## config.mk

```make
export PLATFORM = sky130hd
export DESIGN_NAME = dwin_bank_mapper
export DESIGN_NICKNAME = d
export VERILOG_FILES = /design/src/rtl/dwm_pkg.sv /design/src/rtl/dwm_regfile.sv /design/src/rtl/dwm_win_sel.sv /design/src/rtl/dwm_addr_xlat.sv /design/src/rtl/dwin_bank_mapper.sv
export SDC_FILE = /design/constraint.sdc
export NUM_CORES = 1
export LEC_CHECK = 0
export CAP_MARGIN = 20
export CORE_MARGIN = 2
export CORE_UTILIZATION = 45
export DETAILED_ROUTE_END_ITERATION = 10
export GPL_ROUTABILITY_DRIVEN = 0
export PLACE_DENSITY = 0.75
export SLEW_MARGIN = 15
export SYNTH_ARGS = -nofsm -noshare
export SYNTH_HDL_FRONTEND = slang
export SYNTH_SLANG_ARGS = --single-unit
```

## constraint.sdc

```tcl
create_clock -name clk -period 1.8 [get_ports clk]
set_clock_uncertainty 0.05 [all_clocks]
set_input_delay 0.18 -clock clk [delete_from_list [all_inputs] [get_ports clk]]
set_output_delay 0.18 -clock clk [all_outputs]
set_load 0.005 [all_outputs]
```

## src/rtl/dwm_pkg.sv

```systemverilog
package dwm_pkg;
  localparam int BANK_W = 5;
  localparam int OFF_W  = 4;
  localparam int LOW_W  = 16;
  localparam int PAGE_W = 12;
  localparam int SCR_N  = 3;

  localparam logic [15:0] PORT_INDEX = 16'h03C4;
  localparam logic [15:0] PORT_DATA  = 16'h03C5;

  localparam logic [7:0] IX_MODE   = 8'h06;
  localparam logic [7:0] IX_OFFSET = 8'h07;
  localparam logic [7:0] IX_BANK_C = 8'h08;
  localparam logic [7:0] IX_BANK_D = 8'h09;
  localparam logic [7:0] IX_SCR0   = 8'hE0;

  localparam logic [3:0] SEG_LO = 4'hA;
  localparam logic [3:0] SEG_HI = 4'hB;

  localparam int OVL_BIT = 1;
endpackage

```

## src/rtl/dwm_regfile.sv

```systemverilog
module dwm_regfile
  import dwm_pkg::*;
#(
  parameter int BW = BANK_W,
  parameter int OW = OFF_W,
  parameter int NS = SCR_N
) (
  input  logic          clk,
  input  logic          rst_n,
  input  logic [15:0]   io_addr,
  input  logic          io_wr,
  input  logic [7:0]    io_wdata,
  output logic [7:0]    io_rdata,
  output logic [7:0]    idx_o,
  output logic          overlap_o,
  output logic [OW-1:0] off_o,
  output logic [BW-1:0] bank_c_o,
  output logic [BW-1:0] bank_d_o
);
  logic          wr_idx, wr_dat;
  logic [7:0]    idx_q, mode_q, dat_rd;
  logic [OW-1:0] off_q;
  logic [BW-1:0] bc_q, bd_q;
  logic [7:0]    scr_q [NS];

  assign wr_idx = io_wr && (io_addr == PORT_INDEX);
  assign wr_dat = io_wr && (io_addr == PORT_DATA);

  always_ff @(posedge clk) begin
    if (!rst_n) begin
      idx_q  <= '0;
      mode_q <= '0;
      off_q  <= '0;
      bc_q   <= '0;
      bd_q   <= '0;
    end else begin
      if (wr_idx) idx_q <= io_wdata;
      if (wr_dat) begin
        case (idx_q)
          IX_MODE:   mode_q <= io_wdata;
          IX_OFFSET: off_q  <= io_wdata[OW-1:0];
          IX_BANK_C: bc_q   <= io_wdata[BW-1:0];
          IX_BANK_D: bd_q   <= io_wdata[BW-1:0];
          default: ;
        endcase
      end
    end
  end

  for (genvar g = 0; g < NS; g++) begin : g_scr
    always_ff @(posedge clk) begin
      if (!rst_n) scr_q[g] <= '0;
      else if (wr_dat && idx_q == IX_SCR0 + 8'(g)) scr_q[g] <= io_wdata;
    end
  end

  always_comb begin
    dat_rd = '0;
    case (idx_q)
      IX_MODE:   dat_rd = mode_q;
      IX_OFFSET: dat_rd = {{(8-OW){1'b0}}, off_q};
      IX_BANK_C: dat_rd = {{(8-BW){1'b0}}, bc_q};
      IX_BANK_D: dat_rd = {{(8-BW){1'b0}}, bd_q};
      default: ;
    endcase
    for (int i = 0; i < NS; i++)
      if (idx_q == IX_SCR0 + 8'(i)) dat_rd = scr_q[i];
  end

  always_comb begin
    if (io_addr == PORT_INDEX)     io_rdata = idx_q;
    else if (io_addr == PORT_DATA) io_rdata = dat_rd;
    else                           io_rdata = '0;
  end

  assign idx_o     = idx_q;
  assign overlap_o = mode_q[OVL_BIT];
  assign off_o     = off_q;
  assign bank_c_o  = bc_q;
  assign bank_d_o  = bd_q;
endmodule

```

## src/rtl/dwm_win_sel.sv

```systemverilog
module dwm_win_sel
  import dwm_pkg::*;
#(
  parameter int BW = BANK_W
) (
  input  logic [3:0]    seg,
  input  logic          rd,
  input  logic          wr,
  input  logic          overlap,
  input  logic [BW-1:0] bank_c,
  input  logic [BW-1:0] bank_d,
  output logic          hit,
  output logic [BW-1:0] bank
);
  localparam int NWIN = 2;
  logic [3:0]    base  [NWIN];
  logic [NWIN-1:0] match;
  logic          use_d;

  assign base[0] = SEG_LO;
  assign base[1] = overlap ? SEG_LO : SEG_HI;

  for (genvar w = 0; w < NWIN; w++) begin : g_win
    assign match[w] = (seg == base[w]);
  end

  // window D wins a shared segment only for writes
  assign use_d = match[1] && (!match[0] || wr);
  assign hit   = (rd || wr) && (|match);
  assign bank  = use_d ? bank_d : bank_c;
endmodule

```

## src/rtl/dwm_addr_xlat.sv

```systemverilog
module dwm_addr_xlat
  import dwm_pkg::*;
#(
  parameter int BW = BANK_W,
  parameter int OW = OFF_W,
  parameter int LW = LOW_W,
  parameter int PW = PAGE_W
) (
  input  logic [BW-1:0]    bank,
  input  logic [LW-1:0]    low,
  input  logic [OW-1:0]    off,
  output logic [BW+LW-1:0] lin
);
  localparam int AW = BW + LW;
  logic [AW-1:0] page_add;

  assign page_add = AW'(off) << PW;
  assign lin      = {bank, low} + page_add;
endmodule

```

## src/rtl/dwin_bank_mapper.sv

```systemverilog
module dwin_bank_mapper
  import dwm_pkg::*;
(
  input  logic        clk,
  input  logic        rst_n,
  input  logic [15:0] io_addr,
  input  logic        io_wr,
  input  logic [7:0]  io_wdata,
  output logic [7:0]  io_rdata,
  input  logic [19:0] cpu_addr,
  input  logic        cpu_rd,
  input  logic        cpu_wr,
  output logic        mem_hit,
  output logic        mem_we,
  output logic [20:0] mem_addr
);
  localparam int AW = BANK_W + LOW_W;

  logic [7:0]        cur_idx;
  logic              ovl_mode;
  logic [OFF_W-1:0]  start_off;
  logic [BANK_W-1:0] bank_c, bank_d, sel_bank;
  logic              win_hit;
  logic [AW-1:0]     lin_addr;

  dwm_regfile u_regs (
    .clk(clk), .rst_n(rst_n), .io_addr(io_addr), .io_wr(io_wr),
    .io_wdata(io_wdata), .io_rdata(io_rdata), .idx_o(cur_idx),
    .overlap_o(ovl_mode), .off_o(start_off), .bank_c_o(bank_c),
    .bank_d_o(bank_d)
  );

  dwm_win_sel u_sel (
    .seg(cpu_addr[19:16]), .rd(cpu_rd), .wr(cpu_wr), .overlap(ovl_mode),
    .bank_c(bank_c), .bank_d(bank_d), .hit(win_hit), .bank(sel_bank)
  );

  dwm_addr_xlat u_xlat (
    .bank(sel_bank), .low(cpu_addr[LOW_W-1:0]), .off(start_off),
    .lin(lin_addr)
  );

  always_ff @(posedge clk) begin
    if (!rst_n) begin
      mem_hit  <= 1'b0;
      mem_we   <= 1'b0;
      mem_addr <= '0;
    end else begin
      mem_hit  <= win_hit;
      mem_we   <= win_hit && cpu_wr;
      mem_addr <= win_hit ? lin_addr : '0;
    end
  end
endmodule

```

=== Word level (Yosys, flattened, before mapping) ===
Memory sizes are Yosys's and may differ from the RTL's.
Index checks and enable logic that the tools add are counted.

* Add/subtract/negate cells: 1
* Equal/unequal tests: 11
* Mux-type cells: 21
* Bitwise operators: 3
* Reduce and logical (&&, ||, !) cells: 17

{| class="wikitable"
|+ Operators by type and width
! cell !! number
|-
| 8-bit 2-to-1 mux || 8
|-
| 16-bit by 10-bit == test with 1-bit output (second input constant) || 2
|-
| 8-bit case mux with 4 select lines || 1
|-
| 8-bit == test (second input constant) || 3
|-
| 21-bit by 16-bit adder with 21-bit output || 1
|-
| 8-bit by 3-bit == test with 1-bit output (second input constant) || 2
|-
| 8-bit by 4-bit == test with 1-bit output (second input constant) || 2
|-
| 1-bit 2-to-1 mux || 11
|-
| 2-bit AND reduction || 5
|-
| 1-bit logical AND || 8
|-
| 5-bit 2-to-1 mux || 1
|-
| 4-bit == test || 1
|-
| 4-bit == test (second input constant) || 1
|-
| 1-bit bitwise OR || 3
|-
| 1-bit logical OR || 2
|-
| 2-bit OR reduction || 1
|-
| 1-bit zero test || 1
|}

* Flip-flop bits (word level): 53
* Memory bits (writable): 24
* Input bits: 49
* Output and inout port bits: 31
* Word-level logic and storage cells: 62
* Memories: 1

{| class="wikitable"
|+ Memories
! memory !! words !! bits a word !! read ports !! clocked after memory_dff !! wr ports !! line !! source
|-
| u_regs.scr_q || 3 || 8 || 3 || 0 || 3 || dwm_regfile.sv:24 || <nowiki>logic [7:0] scr_q [NS];</nowiki>
|}

=== Longest topological paths before layout ===
* Word-level depth: 7
* Depth in mapped cells: 8
* Depth with buffers taken out: 8

=== Cells and area by module ===
Synthesis repeated with hierarchy kept, for this count alone.

* Cell total of the unflattened synthesis: 379
* Area, all modules: 3875.0 µm²

{| class="wikitable"
|+ By module, submodules not included
! module !! times used !! cells an instance !! area each (µm²) !! sequential area each (µm²)
|-
| dwm_regfile || 1 || 273 || 2773.9 || 1321.3
|-
| dwin_bank_mapper || 1 || 50 || 640.6 || 460.4
|-
| dwm_addr_xlat || 1 || 45 || 335.3 || 0.0
|-
| dwm_win_sel || 1 || 11 || 125.1 || 0.0
|}

=== Worst setup path before layout ===
No wires, ideal clock.

* Path type: input-to-reg
* Start: in io_addr[4]
* End: mem u_regs.scr_q[2][0], enable pin
* Setup time: 0.329 ns
* Arrival time: 1.581 ns
* Required time: 1.421 ns
* Setup slack: -0.160 ns
* Stages: 6
* Buffers on the path: 1
* Cell sequence: nor4b_1 nand4_1 nor2_2 buf_4 nand3_2 nand2_1

{| class="wikitable"
|+ RTL lines
! item !! line !! source
|-
| start, declared || dwin_bank_mapper.sv:6 || <nowiki>input logic [15:0] io_addr,</nowiki>
|-
| end, declared || dwm_regfile.sv:24 ||
|}

=== Worst setup path in the final report ===
* Start: reg u_regs.idx_q[3], in the netlist u_regs.idx_o[3]
* End: out io_rdata[2]

* Word-level cells in the longest chain between the ends: 7
* Elaborated cells between the ends (all ways): 13

{| class="wikitable"
|+ RTL lines
! item !! line !! source
|-
| start, declared || dwm_regfile.sv:21 || <nowiki>logic [7:0] idx_q, mode_q, dat_rd;</nowiki>
|-
| start signal, assigned || dwm_regfile.sv:37 || <nowiki>if (wr_idx) idx_q <= io_wdata;</nowiki>
|-
| 8-bit by 4-bit == test with 1-bit output / 8-bit by 3-bit == test with 1-bit output (equally long branches) || dwm_regfile.sv:59 || <nowiki>case (idx_q)</nowiki>
|-
| 8-bit case mux with 4 select lines || dwm_regfile.sv:59 ||
|-
| 8-bit 2-to-1 mux (2 in series) || dwm_regfile.sv:67 || <nowiki>if (idx_q == IX_SCR0 + 8'(i)) dat_rd = scr_q[i];</nowiki>
|-
| 8-bit 2-to-1 mux * || dwm_regfile.sv:67 ||
|-
| 8-bit 2-to-1 mux * || dwm_regfile.sv:72 || <nowiki>else if (io_addr == PORT_DATA) io_rdata = dat_rd;</nowiki>
|-
| 8-bit 2-to-1 mux * || dwm_regfile.sv:71 || <nowiki>if (io_addr == PORT_INDEX) io_rdata = idx_q;</nowiki>
|-
| end, declared || dwin_bank_mapper.sv:9 || <nowiki>output logic [7:0] io_rdata,</nowiki>
|}

Every way passes the cells marked *; elsewhere a longest branch is shown, timed or not.

==> impl_metrics.csv <==
group,metric,value,unit
worst_setup_path,reg2regPathDepth,9,
synthesis,commonest_cells_post_synth,"nand2_1, dfxtp_1, mux2i_1",
drt,drc,0,
global_route,number_of_global_route_vias_before_repair,3147,
drt,wirelength,10.2,mm
finish,flow.area_growth_from_synthesis,51.0,%
global_route,antenna_violations_before_repair,0,
synthesis,yosysSeqAreaShare,48.9,%
pwr,power.net_switching,0.000823,W
pwr,cellPowerDensity,600,nW/um^2
worst_setup_path,timing.critical_path.to_type,"output pin",
synthesis,synth_compound_gate_area_share,11.8,%
timing,slew_viol_final,0,
drt,route.vias.total,3320,
worst_setup_path,cp.arrival,2.14,ns
drt,ant_nets,0,
worst_setup_path,setup.worst_path.class,"flop to output pin",
synthesis,cell_with_the_most_instances_after_synthesis,"nand2_1",
cts,clockBufferDepth,2,
global_route,largest_net_degree_at_the_start_of_global_routing,42,
cts,total_number_of_clock_tree_sinks,77,
cts,clock_root_cell,"clkbuf_8",
timing,fin_crit_sh,132,%
finish,stdcell_area,5500,um^2
worst_setup_path,worstSetupEndpoint,"io_rdata[2]",
floorplan,die_width,94.0,um
drt,route.detailed.vias_per_inst,5.40,
finish,n_fill_cell,575,
placed_design,dp_hpwl,7.09,mm
worst_setup_path,timing.critical_path.fanout_max,4,
status,violations_in_the_final_reports,"negative setup slack",
synthesis,synth-xor-area-share,0.481,%
cts,cts_tree,"done",
worst_setup_path,critPathLaunchType,"flop",
timing,slew_headroom,72.7,%
synthesis,main_area_contributors_after_synthesis,"dfxtp_1, edfxtp_1, mux2i_1",
cts,cts_hold_buf,0,
cts,number_of_cts_inserted_buffers,9,
synthesis,synth_top_family_by_area,"simple AND/OR/NAND/NOR gates",
finish,final_core_utilization,70.8,%
pwr,switching_share,24.9,%
worst_setup_path,rrSetupSlack,-0.14,ns
synthesis,combined_area_of_all_synthesized_cells,3640,um^2
job,drv_cap,0,
placed_design,placed_cells_incl_taps,588,
finish,drive_above_1_share,29.0,%
placed_design,place_area,4940,um^2
timing,setup_violations,57,
synthesis,synth.area.mux_share,10.3,%
hold_path,hold_crit_class,"input pin to flop",
synthesis,synth_simple_gate_area_share,24.1,%
global_route,first_pass_grt_wire_length,15.0,mm
timing,layout_setup_ws,-0.572,ns
synthesis,synthesis.area_per_instance,9.85,um^2
pwr,max-vdd-ir-drop,0.000414,V
pwr,finalPower,0.00330,W
worst_setup_path,crit-reg2reg-capture,"u_regs.scr_q[2][7]",
timing,rsz0062_at_grt,"yes",
global_route,grt.total_usage,21.9,%
synthesis,synth_fp_nets,424,
synthesis,postSynth.asyncResetShare,0,%
floorplan,die_ar,8840,um^2
cts,worstSkewPairLatency,0.36,ns
timing,max_slew.worst_pin.slew,0.409,ns
pwr,p_int,0.00248,W
synthesis,yosysTopAreaCell,"dfxtp_1",
pwr,seq_power_share,55.3,%
pwr,comb_power_share,7.6,%
drt,detail_route.wl_per_cell,16.6,um
floorplan,io_pins,80,
cts,htree_num_levels,3,
finish,nNetsFinal,562,
drt,dr.pass1.iters,5,
floorplan,dieHeight,94.0,um
drt,initialDrtViolationCount,191,
synthesis,synth_edf_count,24,
worst_setup_path,critPathLaunch,"u_regs.idx_o[3]",
synthesis,number_of_synthesized_register_bits,77,
finish,area.sequential,1800,um^2
worst_setup_path,cp_data_required_time,1.57,ns
synthesis,postSynth.topFlopCell,"dfxtp_1",
timing,timing.fmax,0.422,GHz
pwr,p_clk_share,37.0,%
floorplan,placement_rows,32,
timing,finalHoldViolations,0,
finish,multi_input_comb_area,2020,um^2
synthesis,synth_top_cell_area_share,29.1,%
status,status,"finished with violations",
finish,layoutNonFillerInstCount,615,
worst_setup_path,worstReg2RegStart,"u_regs.idx_o[3]",
cts,clkTransAtPathRegs,0.09,ns
synthesis,synth.distinct_cells,54,
finish,antenna_cells,0,
floorplan,core_ar,7770,um^2
timing,post-route-min-period,2.37,ns
synthesis,synth_warnings,0,
synthesis,post_synth_fa_ha_maj_area_fraction,1.92,%
global_route,final_global_route_overflow_total,0,
floorplan,floorplan.initialDensity,46.9,%
pwr,leakagePower,2.38,nW
synthesis,synthesis.instances,370,
placed_design,numPortBuffers,79,
[metrics by stage]
stage / hold slack [ns] / worst slack [ns] / TNS (ns)
CTS: 0.308 / -0.552 / -7.88
finish: 0.316 / -0.572 / -6.62
floorplan: 0.252 / 0.000978 / 0
detailed placement: 0.403 / -0.709 / -41.15
global route: 0.314 / -0.619 / -10.19
global placement: 0.397 / -0.674 / -35.94
[worst min-delay path by stage]
stage	startpoint	to	cells past startpoint
5_1_grt	cpu_addr[0]	mem_addr[0]	2
6_report	cpu_addr[1]	mem_addr[1]	2
4_1_cts	cpu_addr[1]	mem_addr[1]	2
3_5_place_dp	u_regs.mode_q[0]	u_regs.mode_q[0]	2
3_3_place_gp	u_regs.mode_q[3]	u_regs.mode_q[3]	2
2_1_floorplan	cpu_addr[0]	mem_addr[0]	1
[repair_timing]
action,CTS,global route
gates resized for setup,56,66
setup buffers,4,7
endpoints found under the setup margin,80,84
pin swaps,18,17
hold endpoints to repair,0,0
cloned,0,0
[cell usage in the layout, fill, tap and decap left out, types with 4 or more instances in the layout]
master,netlist,layout
clkdlybuf4s50_1,0,57
nand2_1,61,56
buf_4,1,51
dfxtp_1,53,45
mux2i_1,34,34
edfxtp_1,24,24
nor2_1,33,22
and2_1,16,14
dlymetal6s2s_1,0,14
a22oi_1,12,12
buf_6,0,10
nor2_2,2,9
clkbuf_8,0,9
inv_1,7,6
nand4_1,6,6
o21ai_0,14,6
a22o_1,6,6
nor2b_1,7,6
o21ai_1,0,6
nor3_1,7,6
buf_2,3,6
dfxtp_2,0,6
nor2_4,1,5
nand3_1,6,5
o22ai_1,5,5
o211ai_1,5,5
nand2b_1,4,4
[kinds of logic after synthesis]
family / after synthesis
simple gates: 165
flops: 77
buf+inv: 23
compound gates: 61
fa+ha+maj: 5
mux: 37
xor+xnor: 2
[critical path, stage by stage, from the launching register on]
cell             delay [ns]
dfxtp_4                0.36
buf_12                 0.12
nor4b_4                0.31
buf_4                  0.17
a31oi_1                0.16
o21ai_1                0.15
nand4_1                0.12
o211ai_1               0.13
clkdlybuf4s15_2        0.25
[power groups by stage]
stage	sequential (W)	clock [W]	combinational, W
2_1_floorplan	0.00187	0	0.0000788
3_3_place_gp	0.00187	0	0.000234
3_5_place_dp	0.00187	0	0.000238
4_1_cts	0.00183	0.00124	0.000245
5_1_grt	0.00183	0.00132	0.000271
6_report	0.00183	0.00122	0.000252
[layout make-up]
class                   count  share of cell area [%]
inverters                   7                   0.477
repair buffers            143                    24.5
clock buffers               9                    2.25
well taps                 102                    2.32
clock inverters             7                    1.02
flip-flops and latches     77                    32.7
multi-input cells         270                    36.8
[state kept, by name, indices dropped and copies added, names as in the netlist]
signal	count
u_regs.scr_q	24
mem_addr	21
u_regs.idx_o	8
u_regs.mode_q	8
u_regs.bank_c_o	5
u_regs.bank_d_o	5
u_regs.off_o	4
mem_hit	1
mem_we	1
[routing by layer]
layer / share of wire, % / vias to the layer above / track usage, %
li1: - / 1607 / -
met1: 43 / 1587 / 26.9
met2: 50 / 101 / 38.3
met3: 5.3 / 25 / 4.41
met4: 2.1 / 0 / 6.88
met5: 0 / - / 0
(Power assumes the default switching activity.)
